### src/rtl/drdy_pkg.sv
package drdy_pkg;
  localparam int NAXES = 3;
  localparam int NSRC  = 5;
  localparam int NPINS = 2;

  // source index inside a pin enable vector
  localparam int SRC_RDY  = 0;
  localparam int SRC_BOOT = 1;
  localparam int SRC_OVR  = 2;
  localparam int SRC_FULL = 3;
  localparam int SRC_FTH  = 4;

  typedef struct packed {
    logic             ovr_any;
    logic [NAXES-1:0] ovr;
    logic             rdy_all;
    logic [NAXES-1:0] rdy;
  } stat_t;
endpackage

### src/rtl/drdy_axis_hold.sv
module drdy_axis_hold #(
  parameter int DW = 16
) (
  input  logic          clk,
  input  logic          rst_n,
  input  logic          valid,
  input  logic [DW-1:0] data,
  input  logic          rd_lo,
  input  logic          rd_hi,
  input  logic          bdu_en,
  output logic          rdy,
  output logic          ovr,
  output logic [DW-1:0] word
);
  logic          lo_seen, hi_seen;
  logic          pend_v;
  logic [DW-1:0] pend;
  logic          free_now, free_next;

  assign free_now  = lo_seen & hi_seen;
  assign free_next = (lo_seen | rd_lo) & (hi_seen | rd_hi);

  // ready and overrun flags
  always_ff @(posedge clk or negedge rst_n) begin
    if (!rst_n) begin
      rdy <= 1'b0;
      ovr <= 1'b0;
    end else if (valid) begin
      rdy <= 1'b1;
      ovr <= rd_hi ? 1'b0 : (ovr | rdy);
    end else if (rd_hi) begin
      rdy <= 1'b0;
      ovr <= 1'b0;
    end
  end

  // output word with optional block-update hold
  always_ff @(posedge clk or negedge rst_n) begin
    if (!rst_n) begin
      word    <= '0;
      pend    <= '0;
      pend_v  <= 1'b0;
      lo_seen <= 1'b1;
      hi_seen <= 1'b1;
    end else if (valid && (!bdu_en || free_now)) begin
      word    <= data;
      pend_v  <= 1'b0;
      lo_seen <= 1'b0;
      hi_seen <= 1'b0;
    end else if (valid) begin
      pend    <= data;
      pend_v  <= 1'b1;
      lo_seen <= lo_seen | rd_lo;
      hi_seen <= hi_seen | rd_hi;
    end else if (pend_v && (!bdu_en || free_next)) begin
      word    <= pend;
      pend_v  <= 1'b0;
      lo_seen <= 1'b0;
      hi_seen <= 1'b0;
    end else begin
      lo_seen <= lo_seen | rd_lo;
      hi_seen <= hi_seen | rd_hi;
    end
  end
endmodule

### src/rtl/drdy_shaper.sv
module drdy_shaper #(
  parameter int PW = 100,
  parameter int CW = $clog2(PW + 1)
) (
  input  logic clk,
  input  logic rst_n,
  input  logic level,
  input  logic pulse_sel,
  output logic shaped
);
  logic          level_d;
  logic [CW-1:0] cnt;

  always_ff @(posedge clk or negedge rst_n) begin
    if (!rst_n) begin
      level_d <= 1'b0;
      cnt     <= '0;
    end else begin
      level_d <= level;
      if (level && !level_d)
        cnt <= CW'(PW);
      else if (cnt != '0)
        cnt <= cnt - CW'(1);
    end
  end

  assign shaped = pulse_sel ? (cnt != '0) : level;
endmodule

### src/rtl/drdy_irq_pin.sv
module drdy_irq_pin
  import drdy_pkg::*;
(
  input  logic [NSRC-1:0] flags,
  input  logic [NSRC-1:0] en,
  input  logic            od,
  input  logic            as_input,
  output logic            pin_o,
  output logic            pin_oe
);
  logic active;

  assign active = |(flags & en);

  always_comb begin
    if (as_input) begin
      pin_o  = 1'b0;
      pin_oe = 1'b0;
    end else if (od) begin
      pin_o  = 1'b0;
      pin_oe = active;
    end else begin
      pin_o  = active;
      pin_oe = 1'b1;
    end
  end
endmodule

### src/rtl/drdy_irq_router.sv
module drdy_irq_router
  import drdy_pkg::*;
#(
  parameter int DW      = 16,
  parameter int ODR_CYC = 400
) (
  input  logic                clk,
  input  logic                rst_n,
  input  logic [NAXES-1:0]    smp_valid,
  input  logic [NAXES*DW-1:0] smp_data,
  input  logic [NAXES-1:0]    rd_lo,
  input  logic [NAXES-1:0]    rd_hi,
  input  logic                bdu_en,
  input  logic                drdy_pulse_sel,
  input  logic [NSRC-1:0]     int1_en,
  input  logic [NSRC-1:0]     int2_en,
  input  logic                int1_od,
  input  logic                int2_od,
  input  logic                int1_as_input,
  input  logic                int1_pad_i,
  input  logic                boot_busy,
  input  logic                fifo_ovr,
  input  logic                fifo_full,
  input  logic                fifo_fth,
  output logic [7:0]          status,
  output logic [NAXES*DW-1:0] out_word,
  output logic                int1_o,
  output logic                int1_oe,
  output logic                int2_o,
  output logic                int2_oe,
  output logic                fifo_trig
);
  localparam int PULSE_W = (ODR_CYC / 4 < 1) ? 1 : ODR_CYC / 4;
  localparam int PCW     = $clog2(PULSE_W + 1);

  logic [NAXES-1:0] rdy, ovr;
  stat_t            st;
  logic             rdy_shaped;

  logic [NSRC-1:0]  pin_flags [NPINS];
  logic [NSRC-1:0]  pin_en    [NPINS];
  logic [NPINS-1:0] pin_od, pin_in, pin_o, pin_oe;

  for (genvar a = 0; a < NAXES; a++) begin : g_axis
    drdy_axis_hold #(.DW(DW)) u_axis (
      .clk    (clk),
      .rst_n  (rst_n),
      .valid  (smp_valid[a]),
      .data   (smp_data[a*DW +: DW]),
      .rd_lo  (rd_lo[a]),
      .rd_hi  (rd_hi[a]),
      .bdu_en (bdu_en),
      .rdy    (rdy[a]),
      .ovr    (ovr[a]),
      .word   (out_word[a*DW +: DW])
    );
  end

  always_comb begin
    st.rdy     = rdy;
    st.ovr     = ovr;
    st.rdy_all = &rdy;
    st.ovr_any = |ovr;
  end
  assign status = st;

  drdy_shaper #(.PW(PULSE_W), .CW(PCW)) u_shape (
    .clk       (clk),
    .rst_n     (rst_n),
    .level     (st.rdy_all),
    .pulse_sel (drdy_pulse_sel),
    .shaped    (rdy_shaped)
  );

  always_comb begin
    for (int p = 0; p < NPINS; p++) begin
      pin_flags[p]           = '0;
      pin_flags[p][SRC_BOOT] = boot_busy;
      pin_flags[p][SRC_OVR]  = fifo_ovr;
      pin_flags[p][SRC_FULL] = fifo_full;
      pin_flags[p][SRC_FTH]  = fifo_fth;
    end
    pin_flags[0][SRC_RDY] = rdy_shaped;
    pin_flags[1][SRC_RDY] = st.rdy_all;
  end

  assign pin_en[0] = int1_en;
  assign pin_en[1] = int2_en;
  assign pin_od    = {int2_od, int1_od};
  assign pin_in    = {1'b0, int1_as_input};

  for (genvar p = 0; p < NPINS; p++) begin : g_pin
    drdy_irq_pin u_pin (
      .flags    (pin_flags[p]),
      .en       (pin_en[p]),
      .od       (pin_od[p]),
      .as_input (pin_in[p]),
      .pin_o    (pin_o[p]),
      .pin_oe   (pin_oe[p])
    );
  end

  assign int1_o    = pin_o[0];
  assign int1_oe   = pin_oe[0];
  assign int2_o    = pin_o[1];
  assign int2_oe   = pin_oe[1];
  assign fifo_trig = int1_as_input & int1_pad_i;
endmodule

### config.mk
export PLATFORM = sky130hd
export DESIGN_NAME = drdy_irq_router
export DESIGN_NICKNAME = d
export VERILOG_FILES = /design/src/rtl/drdy_pkg.sv /design/src/rtl/drdy_axis_hold.sv /design/src/rtl/drdy_shaper.sv /design/src/rtl/drdy_irq_pin.sv /design/src/rtl/drdy_irq_router.sv
export SDC_FILE = /design/constraint.sdc
export NUM_CORES = 1
export LEC_CHECK = 0
export BUFFER_PORTS_ARGS = -buffer_cell sky130_fd_sc_hd__buf_2
export CAP_MARGIN = 20
export CORE_UTILIZATION = 52
export CTS_BUF_LIST = sky130_fd_sc_hd__clkbuf_4 sky130_fd_sc_hd__clkbuf_8
export DETAILED_ROUTE_END_ITERATION = 10
export PLACE_DENSITY_LB_ADDON = 0.05
export SYNTH_ARGS = -nofsm -noshare
export SYNTH_HDL_FRONTEND = slang
export SYNTH_HIERARCHICAL = 1
export SYNTH_SLANG_ARGS = --single-unit
### constraint.sdc
create_clock -name clk -period 6.4 [get_ports clk]
set_input_delay 1.28 -clock clk [delete_from_list [all_inputs] [get_ports clk]]
set_output_delay 1.28 -clock clk [all_outputs]
set_load 0.005 [all_outputs]
==> results_dict.tcl, run 1 <==
set metrics [dict create \
    status "finished clean" \
    num_io_pins 140 \
    grt_pass1_wl_um 23900 \
    cp_top_family "simple AND/OR/NAND/NOR gates" \
    fmax_mhz 253 \
    coreArea_mm2 0.0110 \
    ctsResizeCount 0 \
    cts_sinks 119 \
    hold_violations 0 \
    wl_met1_um 6680 \
    top_layer "met4" \
    grt_usage 0.266 \
    post-route-min-period_ns 3.95 \
    area_growth_pct 17.2 \
    clk_latency_ns 0.45 \
    rr_worst_depth 3 \
    viasPerCell 6.25 \
    vias 4815 \
    relSlewSlack 0.323 \
    rows 38 \
    hold_path.class "reg -> reg" \
    drive_gt1_frac 0.420 \
    min_to "g_axis[2].u_axis/pend[9]" \
    arrival_ns 2.67 \
    drv_slew 0 \
    drc 0 \
    final_cell_area_mm2 0.00696 \
    first_global_vias 4754 \
    finalWirelength_um 14900 \
    netlist_area_mm2 0.00594 \
    postLayoutCoreUtil 0.634 \
    antenna_found_initial 0 \
    worstMarginPinSlew_ns 1.01 \
    path_buf_inv 2 \
    worstReg2RegEnd "g_axis[0].u_axis/word[4]" \
    yosys.area.top_type "dfrtp_1" \
    dieArea_mm2 0.0119 \
    tritoncts "done" \
    slowest_delay_ns 0.51 \
    start_util 0.541 \
    min-delay-start "g_axis[2].u_axis/pend[9]" \
    crit_type "reg -> out" \
    synth_edf_count 0 \
    start_kind "flop" \
    drt_pass1_iterations 5 \
    dpl-instance-area_mm2 0.00656 \
    synth_cells 504 \
    portBuffers 139 \
    fp.dieH_um 109 \
    p_per_area_mw_per_mm2 322 \
    synthArstFlopShare 1.00 \
    critPathSlowestCell "or4b_4" \
    cts.clk_slew.worst_paths_ns 0.07 \
    drv_cap 0 \
    cts_buffer_depth 2 \
    drt.antenna.violating_nets 0 \
    cp-end-kind "output port" \
    postCtsSetupBuffers 0 \
    place_hpwl_um 9070 \
    die_x_um 109 \
    yosys_warnings 6 \
    yosys-top-cells-count "113 x dfrtp_1, 52 x o21ai_0, 50 x nand3_1, 48 x o2111ai_1, 31 x clkbuf_1" \
    fin_tns_setup_ns 0 \
    cts_hold_buf 0 \
    synth_area_per_cell_um2 11.8 \
    power_leakage_nw 3.16 \
    hold_depth 1 \
    cp_data_required_time_ns 5.12 \
    min_period_over_period 0.617 \
    clock_skew_ns 0.0126 \
    grt-ovfl-total 0 \
    setup_viol 0 \
    yosysMostFrequentCell "dfrtp_1" \
    route.met2.wl_um 7240 \
    cts_max_level 4 \
    gp_congestion 0.830 \
    crit_chain "inv_1, ha_1, or4b_4, nor3_4, a21oi_1, a222oi_1, a31oi_1, buf_2" \
    final_nets 698 \
    wl_met3_um 837 \
    num_antenna_cells 0 \
    synth_area_leaders "dfrtp_1 48%, o2111ai_1 7.1%, mux2_4 6.8%" \
    r2r-start "g_axis[0].u_axis/hi_seen" \
    place_inst 739 \
    synth_ff_type "dfrtp_1" \
    first_iter_violations 485 \
    ys_seq_area_frac 0.502 \
    max-vdd-ir-drop_uv 229 \
    r2r_setup_slack_ns 3.99 \
    ys_types 46 \
    synth.top_cell.area_share 0.476 \
    crit_fanout 5 \
    grt_max_degree 70 \
    route.detailed.wl_per_inst_um 19.4 \
    finalNonFillerCells 771 \
    synth-seq-cells 119 \
    cts_buffers 17 \
    root_buffer "clkbuf_8" \
    grt_setup_unrepaired "false" \
]
## metal layers
metal | GRT usage | vias to the layer above
li1 | - | 2191
met1 | 0.363 | 2443
met2 | 0.405 | 164
met3 | 0.0801 | 17
met4 | 0.0840 | 0
met5 | 0 | -
## cells in the final DEF, fill, tap and decap left out, types with 3 or more instances in the layout
cell         n
mux2_4      27
clkinv_1     3
o31ai_1      5
nand2_4      3
a21boi_2     3
o2111ai_1   48
nor3_2       6
nand2b_1     5
o21ba_1      3
nand2_1      3
buf_2      138
a21bo_1      3
nand3_1     50
clkinv_2     6
dfstp_2      6
o21ai_0     52
o211ai_1    24
inv_1        9
mux2_2      21
a21oi_1      6
clkbuf_8    21
dfrtp_1    113
nor2_1      16
o22a_1       3
o211ai_2    24
## power breakdown
group | switching, mW | internal [mW] | total [mW] | leakage, nW
Clock | 0.304 | 0.392 | 0.695 | 0.212
Sequential | 0.116 | 0.921 | 1.04 | 1.42
Combinational | 0.255 | 0.251 | 0.506 | 1.52
## kinds of logic after synthesis
group / after synthesis / share of synthesized area
flip-flops: 119 / 0.502
multiplexers: 49 / 0.110
AO/OA/AOI/OAI: 182 / 0.242
adder cells (fa/ha/maj): 1 / 0.00211
AND/OR/NAND/NOR: 93 / 0.0889
buffers and inverters: 58 / 0.0524
other: 1 / 0.000631
XOR/XNOR: 1 / 0.00147
## area by class of cell
| class | instances | area [um2] |
|---|---|---|
| inverters | 12 | 45.0 |
| fillers | 883 | 4020 |
| repair buffers | 140 | 706 |
| clock inverters | 9 | 97.6 |
| well taps | 140 | 175 |
| flip-flops and latches | 119 | 2990 |
| clock buffers | 23 | 304 |
| multi-input cells | 328 | 2650 |
## how the worst max path moves through the flow
stage                         from       to  slack [ns]  cells past startpoint
floorplan           u_shape/cnt[0]  int1_oe        3.25                      7
global placement    drdy_pulse_sel  int1_oe        3.05                      6
detailed placement  u_shape/cnt[0]  int1_oe        2.91                      8
CTS                 u_shape/cnt[0]  int1_oe        2.42                      8
global route        u_shape/cnt[0]  int1_oe        2.27                      8
finish              u_shape/cnt[0]  int1_oe        2.45                      8
## registers in the layout, summed over array words and instances (netlist names)
register	cells
g_axis.u_axis/lo_seen	3
g_axis.u_axis/ovr	3
g_axis.u_axis/word	48
g_axis.u_axis/hi_seen	3
g_axis.u_axis/pend_v	3
u_shape/cnt	7
u_shape/level_d	1
g_axis.u_axis/pend	48
g_axis.u_axis/rdy	3
## per-stage QoR
step           power, mW  setup slack, ns  hold slack [ns]
2_1_floorplan       1.37             3.25            0.465
3_3_place_gp        1.53             3.05            0.486
3_5_place_dp        1.55             2.91            0.493
4_1_cts             2.26             2.42            0.508
5_1_grt             2.36             2.27            0.515
6_report            2.24             2.45            0.507
Note: power is estimated with default switching activity, not from simulation.
==> run 2, diff against run 1 <==
--- a/config.mk
+++ b/config.mk
@@ -5,6 +5,7 @@
 export SDC_FILE = /design/constraint.sdc
 export NUM_CORES = 1
 export LEC_CHECK = 0
+export ABC_AREA = 1
 export BUFFER_PORTS_ARGS = -buffer_cell sky130_fd_sc_hd__buf_2
 export CAP_MARGIN = 20
 export CORE_UTILIZATION = 52
==> constraint.sdc (replaced) <==
create_clock -name clk -period 4.05 [get_ports clk]
set_input_delay 0.81 -clock clk [delete_from_list [all_inputs] [get_ports clk]]
set_output_delay 0.81 -clock clk [all_outputs]
set_load 0.005 [all_outputs]
==> run 2 against run 1 <==
Against the previous run:
- critical endpoint unchanged
- synthesized cell count rose by 47%
- global-route usage fell by 1.8 points
- highest routed layer unchanged
- via count rose by 6.7%
- critical path type unchanged
- hold slack got worse by 0.034 ns
==> results_dict.tcl, run 2 <==
set metrics [dict create \
    fp.dieH_um 109 \
    grt-ovfl-total 0 \
    status "finished clean" \
    rows 38 \
    grt_usage 0.248 \
    yosysMostFrequentCell "nand2_1" \
    first_global_vias 4836 \
    hold_violations 0 \
    postLayoutCoreUtil 0.635 \
    reg_top3 "g_axis.u_axis/pend (48), g_axis.u_axis/word (48), u_shape/cnt (7)" \
    hold_depth 2 \
    hold_path.class "reg -> reg" \
    portBuffers 139 \
    yosys-top-cells-count "365 x nand2_1, 113 x dfrtp_1, 94 x nand3_1, 38 x inv_1, 18 x buf_6" \
    min_to "g_axis[1].u_axis/pend[13]" \
    synthArstFlopShare 1.00 \
    grt_setup_unrepaired "false" \
    top_usage_layer "met2" \
    cp_data_required_time_ns 3.24 \
    met1_usage 0.322 \
    synth.top_cell.area_share 0.479 \
    postCtsSetupBuffers 0 \
    crit_fanout 3 \
    synth-seq-cells 119 \
    final_cell_mix "365 x nand2_1, 138 x buf_2, 113 x dfrtp_1" \
    synth_edf_count 0 \
    num_antenna_cells 0 \
    setup_viol 0 \
    cp-end-kind "output port" \
    coreArea_mm2 0.0109 \
    drt_pass1_iterations 5 \
    min_period_over_period 0.711 \
    rr_worst_depth 6 \
    tritoncts "done" \
    grt_max_degree 78 \
    yosys.area.top_type "dfrtp_1" \
    post-route-min-period_ns 2.88 \
    grt_pass1_wl_um 22500 \
    worstMarginPinSlew_ns 0.980 \
    synth_area_per_cell_um2 7.98 \
    critPathSlowestCell "dfrtp_1" \
    drive_gt1_frac 0.260 \
    viasPerCell 5.03 \
    cts_buffer_depth 2 \
    root_buffer "clkbuf_8" \
    finalNonFillerCells 1022 \
    fin_tns_setup_ns 0 \
    num_io_pins 140 \
    max-vdd-ir-drop_uv 265 \
    power_leakage_nw 4.02 \
    route.detailed.wl_per_inst_um 13.3 \
    die_x_um 109 \
    synth_ff_type "dfrtp_1" \
    r2r_setup_slack_ns 2.50 \
    synth_area_leaders "dfrtp_1 48%, nand2_1 23%, nand3_1 8.0%" \
    synth_cells 740 \
    drv_cap 0 \
    drv_slew 0 \
    use_met2 0.404 \
    fmax_mhz 347 \
    cts_sinks 119 \
    yosys_warnings 6 \
    place_inst 990 \
    clk_latency_ns 0.44 \
    arrival_ns 2.07 \
    crit_chain "inv_1, ha_1, nand3_1, nor2_1, a21oi_1, nand2_1, nand3_1, o21bai_2, nand2_1, buf_2" \
    finalWirelength_um 13600 \
    vias 5136 \
    first_iter_violations 323 \
    dieArea_mm2 0.0118 \
    netlist_area_mm2 0.00591 \
    slowest_delay_ns 0.40 \
    r2r-start "g_axis[1].u_axis/hi_seen" \
    cts.clk_slew.worst_paths_ns 0.06 \
    drc 0 \
    start_util 0.540 \
    area_growth_pct 17.6 \
    cts_max_level 4 \
    dpl-instance-area_mm2 0.00651 \
    ys_seq_area_frac 0.505 \
    relSlewSlack 0.347 \
    crit_type "reg -> out" \
    cts_hold_buf 0 \
    place_hpwl_um 9100 \
    use_met3 0.0597 \
    start_kind "flop" \
    final_cell_area_mm2 0.00694 \
    layout_commonest_cell "nand2_1" \
    ys_types 27 \
    antenna_found_initial 0 \
    final_nets 949 \
    gp_congestion 0.824 \
    ctsResizeCount 0 \
    worstReg2RegEnd "g_axis[1].u_axis/pend[2]" \
    p_per_area_mw_per_mm2 519 \
    cts_buffers 17 \
    min-delay-start "g_axis[1].u_axis/pend[13]" \
    clock_skew_ns 0.00878 \
    drt.antenna.violating_nets 0 \
]
==> run 2: changes by cell type after synthesis, sizes merged, moves of 7 or more <==
| cell | change |
|---|---|
| nand2 | +376 |
| mux2 | -48 |
| nor2 | +11 |
| o211ai | -48 |
| nor3 | -7 |
| o2111ai | -48 |
| clkbuf | -31 |
| buf | +18 |
| nand3 | +44 |
| o21ai | -29 |
| inv | +39 |
==> run 2: worst max-delay path, delay by kind of cell, from the launching register on <==
family / cells / cell delay [ns]
flip-flops: 1 / 0.40
AO/OA/AOI/OAI: 2 / 0.22
adder cells (fa/ha/maj): 1 / 0.21
buffers and inverters: 2 / 0.23
AND/OR/NAND/NOR: 5 / 0.59
==> run 2: how the worst max path moves through the flow <==
| stage | from | slack (ns) | endpoint | depth (start not counted) |
|---|---|---|---|---|
| 2_1_floorplan | u_shape/cnt[0] | 1.94 | int1_oe | 9 |
| 3_3_place_gp | drdy_pulse_sel | 1.74 | int1_oe | 8 |
| 3_5_place_dp | u_shape/cnt[0] | 1.62 | int1_oe | 10 |
| 4_1_cts | u_shape/cnt[0] | 1.13 | int1_oe | 10 |
| 5_1_grt | u_shape/cnt[0] | 0.97 | int1_oe | 10 |
| 6_report | u_shape/cnt[0] | 1.17 | int1_oe | 10 |
==> run 2: kinds of logic after synthesis <==
group                      after synthesis  synth area share
other                                    1          0.000635
buffers and inverters                   81            0.0801
DFF                                    119             0.505
AOI/OAI and AO/OA                       30            0.0337
adders and majority gates                1           0.00212
and+or+nand+nor                        508             0.378
==> run 2: cell type report <==
class,instances,area [um2]
Clock inverter,8,119
Timing Repair Buffer,142,721
Clock buffer,24,312
Sequential cell,119,2990
Inverter,48,180
Tap cell,140,175
Multi-Input combinational cell,541,2450
Fill cell,1003,3990
==> run 2: where the power goes <==
part           leakage [nW]  internal, mW  switching [mW]
sequential             1.47          1.46           0.150
combinational          2.32         0.337           0.498
clock                 0.227         0.692           0.463
==> run 2: routing by layer <==
metal,share of wire,vias up
met5,0,-
met4,0.010,0
met3,0.055,12
met2,0.49,155
met1,0.44,2417
li1,-,2552
==> run 2: metrics by stage <==
stage / total power [mW] / hold slack (ns) / setup slack (ns)
finish: 3.60 / 0.473 / 1.17
global route: 3.85 / 0.486 / 0.972
CTS: 3.64 / 0.475 / 1.13
detailed placement: 2.47 / 0.459 / 1.62
global placement: 2.43 / 0.453 / 1.74
floorplan: 2.17 / 0.442 / 1.94
==> run 3, diff against run 2 <==
==> constraint.sdc (replaced) <==
create_clock -name clk -period 2.8 [get_ports clk]
set_input_delay 0.56 -clock clk [delete_from_list [all_inputs] [get_ports clk]]
set_output_delay 0.56 -clock clk [all_outputs]
set_load 0.005 [all_outputs]
==> run 3 against run 2 <==
Against the previous run:
- flip-flop and latch count unchanged
- die area unchanged
- first-iteration DRC count up 16%
- global-route usage down 0.49 points
- setup slack worse by 0.91 ns
- wire length down 1.8%
- via count down 1.5%
- clock power up 43%
- final area about the same
- total power up 44%
- critical path type unchanged
==> results_dict.tcl, run 3 (synthesis results as in run 2) <==
set metrics [dict create \
    dpl-instance-area_mm2 0.00653 \
    crit_end "int1_oe" \
    place_hpwl_um 8920 \
    grt_setup_unrepaired "false" \
    cp-startpoint "u_shape/cnt[0]" \
    final_cell_mix "365 x nand2_1, 138 x buf_2, 113 x dfrtp_1" \
    finalWirelength_um 13300 \
    clock_skew_ns 0.00794 \
    min_period_over_period 0.907 \
    cts_sinks 119 \
    rows 38 \
    max-vdd-ir-drop_uv 442 \
    coreArea_mm2 0.0109 \
    fin_tns_setup_ns 0 \
    fp.dieH_um 109 \
    first_global_vias 4634 \
    cts.clk_slew.worst_paths_ns 0.07 \
    dieArea_mm2 0.0118 \
    path_buf_inv 2 \
    power_leakage_nw 4.02 \
    route.detailed.wl_per_inst_um 13.1 \
    start_util 0.540 \
    postLayoutCoreUtil 0.635 \
    r2r-start "g_axis[1].u_axis/lo_seen" \
    crit_cells 10 \
    cp_top_family "simple AND/OR/NAND/NOR gates" \
    ctsResizeCount 0 \
    grt_pass1_wl_um 22000 \
    status "finished clean" \
    drt.antenna.violating_nets 0 \
    critPathSlowestCell "dfrtp_1" \
    drv_cap 0 \
    grt-ovfl-total 0 \
    r2r_setup_slack_ns 1.27 \
    arrival_ns 1.98 \
    final_nets 949 \
    grt_usage 0.243 \
    gp_congestion 0.803 \
    antenna_found_initial 0 \
    num_antenna_cells 0 \
    start_kind "flop" \
    drc 0 \
    vias 5059 \
    n_fill_cell 989 \
    cts_hold_buf 0 \
    drv_slew 0 \
    root_buffer "clkbuf_8" \
    crit_chain "inv_1, ha_1, nand3_1, nor2_1, a21oi_1, nand2_1, nand3_1, o21bai_2, nand2_1, buf_2" \
    portBuffers 139 \
    holdWs_ns 0.0960 \
    cts_buffer_depth 2 \
    cp_data_required_time_ns 2.24 \
    tritoncts "done" \
    num_io_pins 140 \
    cts_buffers 17 \
    crit_fanout 3 \
    drt_pass1_iterations 6 \
    cp-end-kind "output port" \
    multiInputGateArea_mm2 0.00245 \
    die_x_um 109 \
    viasPerCell 4.95 \
    worst_slack_ns 0.261 \
    final_cell_area_mm2 0.00695 \
    grt_max_degree 59 \
    worstReg2RegEnd "g_axis[1].u_axis/word[14]" \
    cts_max_level 4 \
    place_ws_ns 0.695 \
    setup_viol 0 \
    hold_path.class "in -> async" \
    clk_latency_ns 0.43 \
    regArea_mm2 0.00299 \
    crit_type "reg -> out" \
    layout_commonest_cell "nand2_1" \
    p_per_area_mw_per_mm2 745 \
    postCtsSetupBuffers 0 \
    fmax_mhz 394 \
    first_iter_violations 376 \
    rr_worst_depth 6 \
    drive_gt1_frac 0.260 \
    reg_top3 "g_axis.u_axis/pend (48), g_axis.u_axis/word (48), u_shape/cnt (7)" \
    slowest_delay_ns 0.40 \
    area_growth_pct 17.6 \
    hold_violations 0 \
    post-route-min-period_ns 2.54 \
]
## run 3: report_power, final
group | total [mW] | internal (mW) | switching [mW]
Clock | 1.64 | 0.974 | 0.669
Combinational | 1.20 | 0.489 | 0.711
Sequential | 2.33 | 2.11 | 0.219
## run 3: routing by layer
layer	GRT usage	vias up	part of all wire	wire length [um]
met1	0.320	2359	0.45	6020
met4	0.0763	0	0.0064	85
met2	0.387	134	0.48	6430
met3	0.0693	8	0.060	802
met5	0	-	0	0
li1	-	2558	-	-
## run 3: cell type report
cell class              instances  area share
flip-flops and latches        119       0.430
multi-input cells             541       0.353
repair buffers                142       0.106
clock buffers                  23      0.0429
inverters                      48      0.0259
well taps                     140      0.0252
clock inverters                 9      0.0177
## run 3: stage by stage
| step | total power [mW] | instances |
|---|---|---|
| CTS | 5.23 | 1022 |
| floorplan | 3.13 | 741 |
| global placement | 3.51 | 990 |
| detailed placement | 3.57 | 990 |
| finish | 5.18 | 1022 |
| global route | 5.53 | 1022 |
## run 3: worst min path at each step
| stage | startpoint | end | slack, ns | cells after the start |
|---|---|---|---|---|
| after floorplan | rst_n | g_axis[0].u_axis/ovr | 0.26 | 0 |
| after global placement | g_axis[1].u_axis/pend[15] | g_axis[1].u_axis/pend[15] | 0.45 | 2 |
| after detailed placement | g_axis[1].u_axis/pend[8] | g_axis[1].u_axis/pend[8] | 0.46 | 2 |
| after CTS | rst_n | g_axis[1].u_axis/word[4] | 0.09 | 1 |
| after global routing | rst_n | g_axis[1].u_axis/pend[1] | 0.09 | 1 |
| final | rst_n | g_axis[1].u_axis/word[4] | 0.1 | 1 |
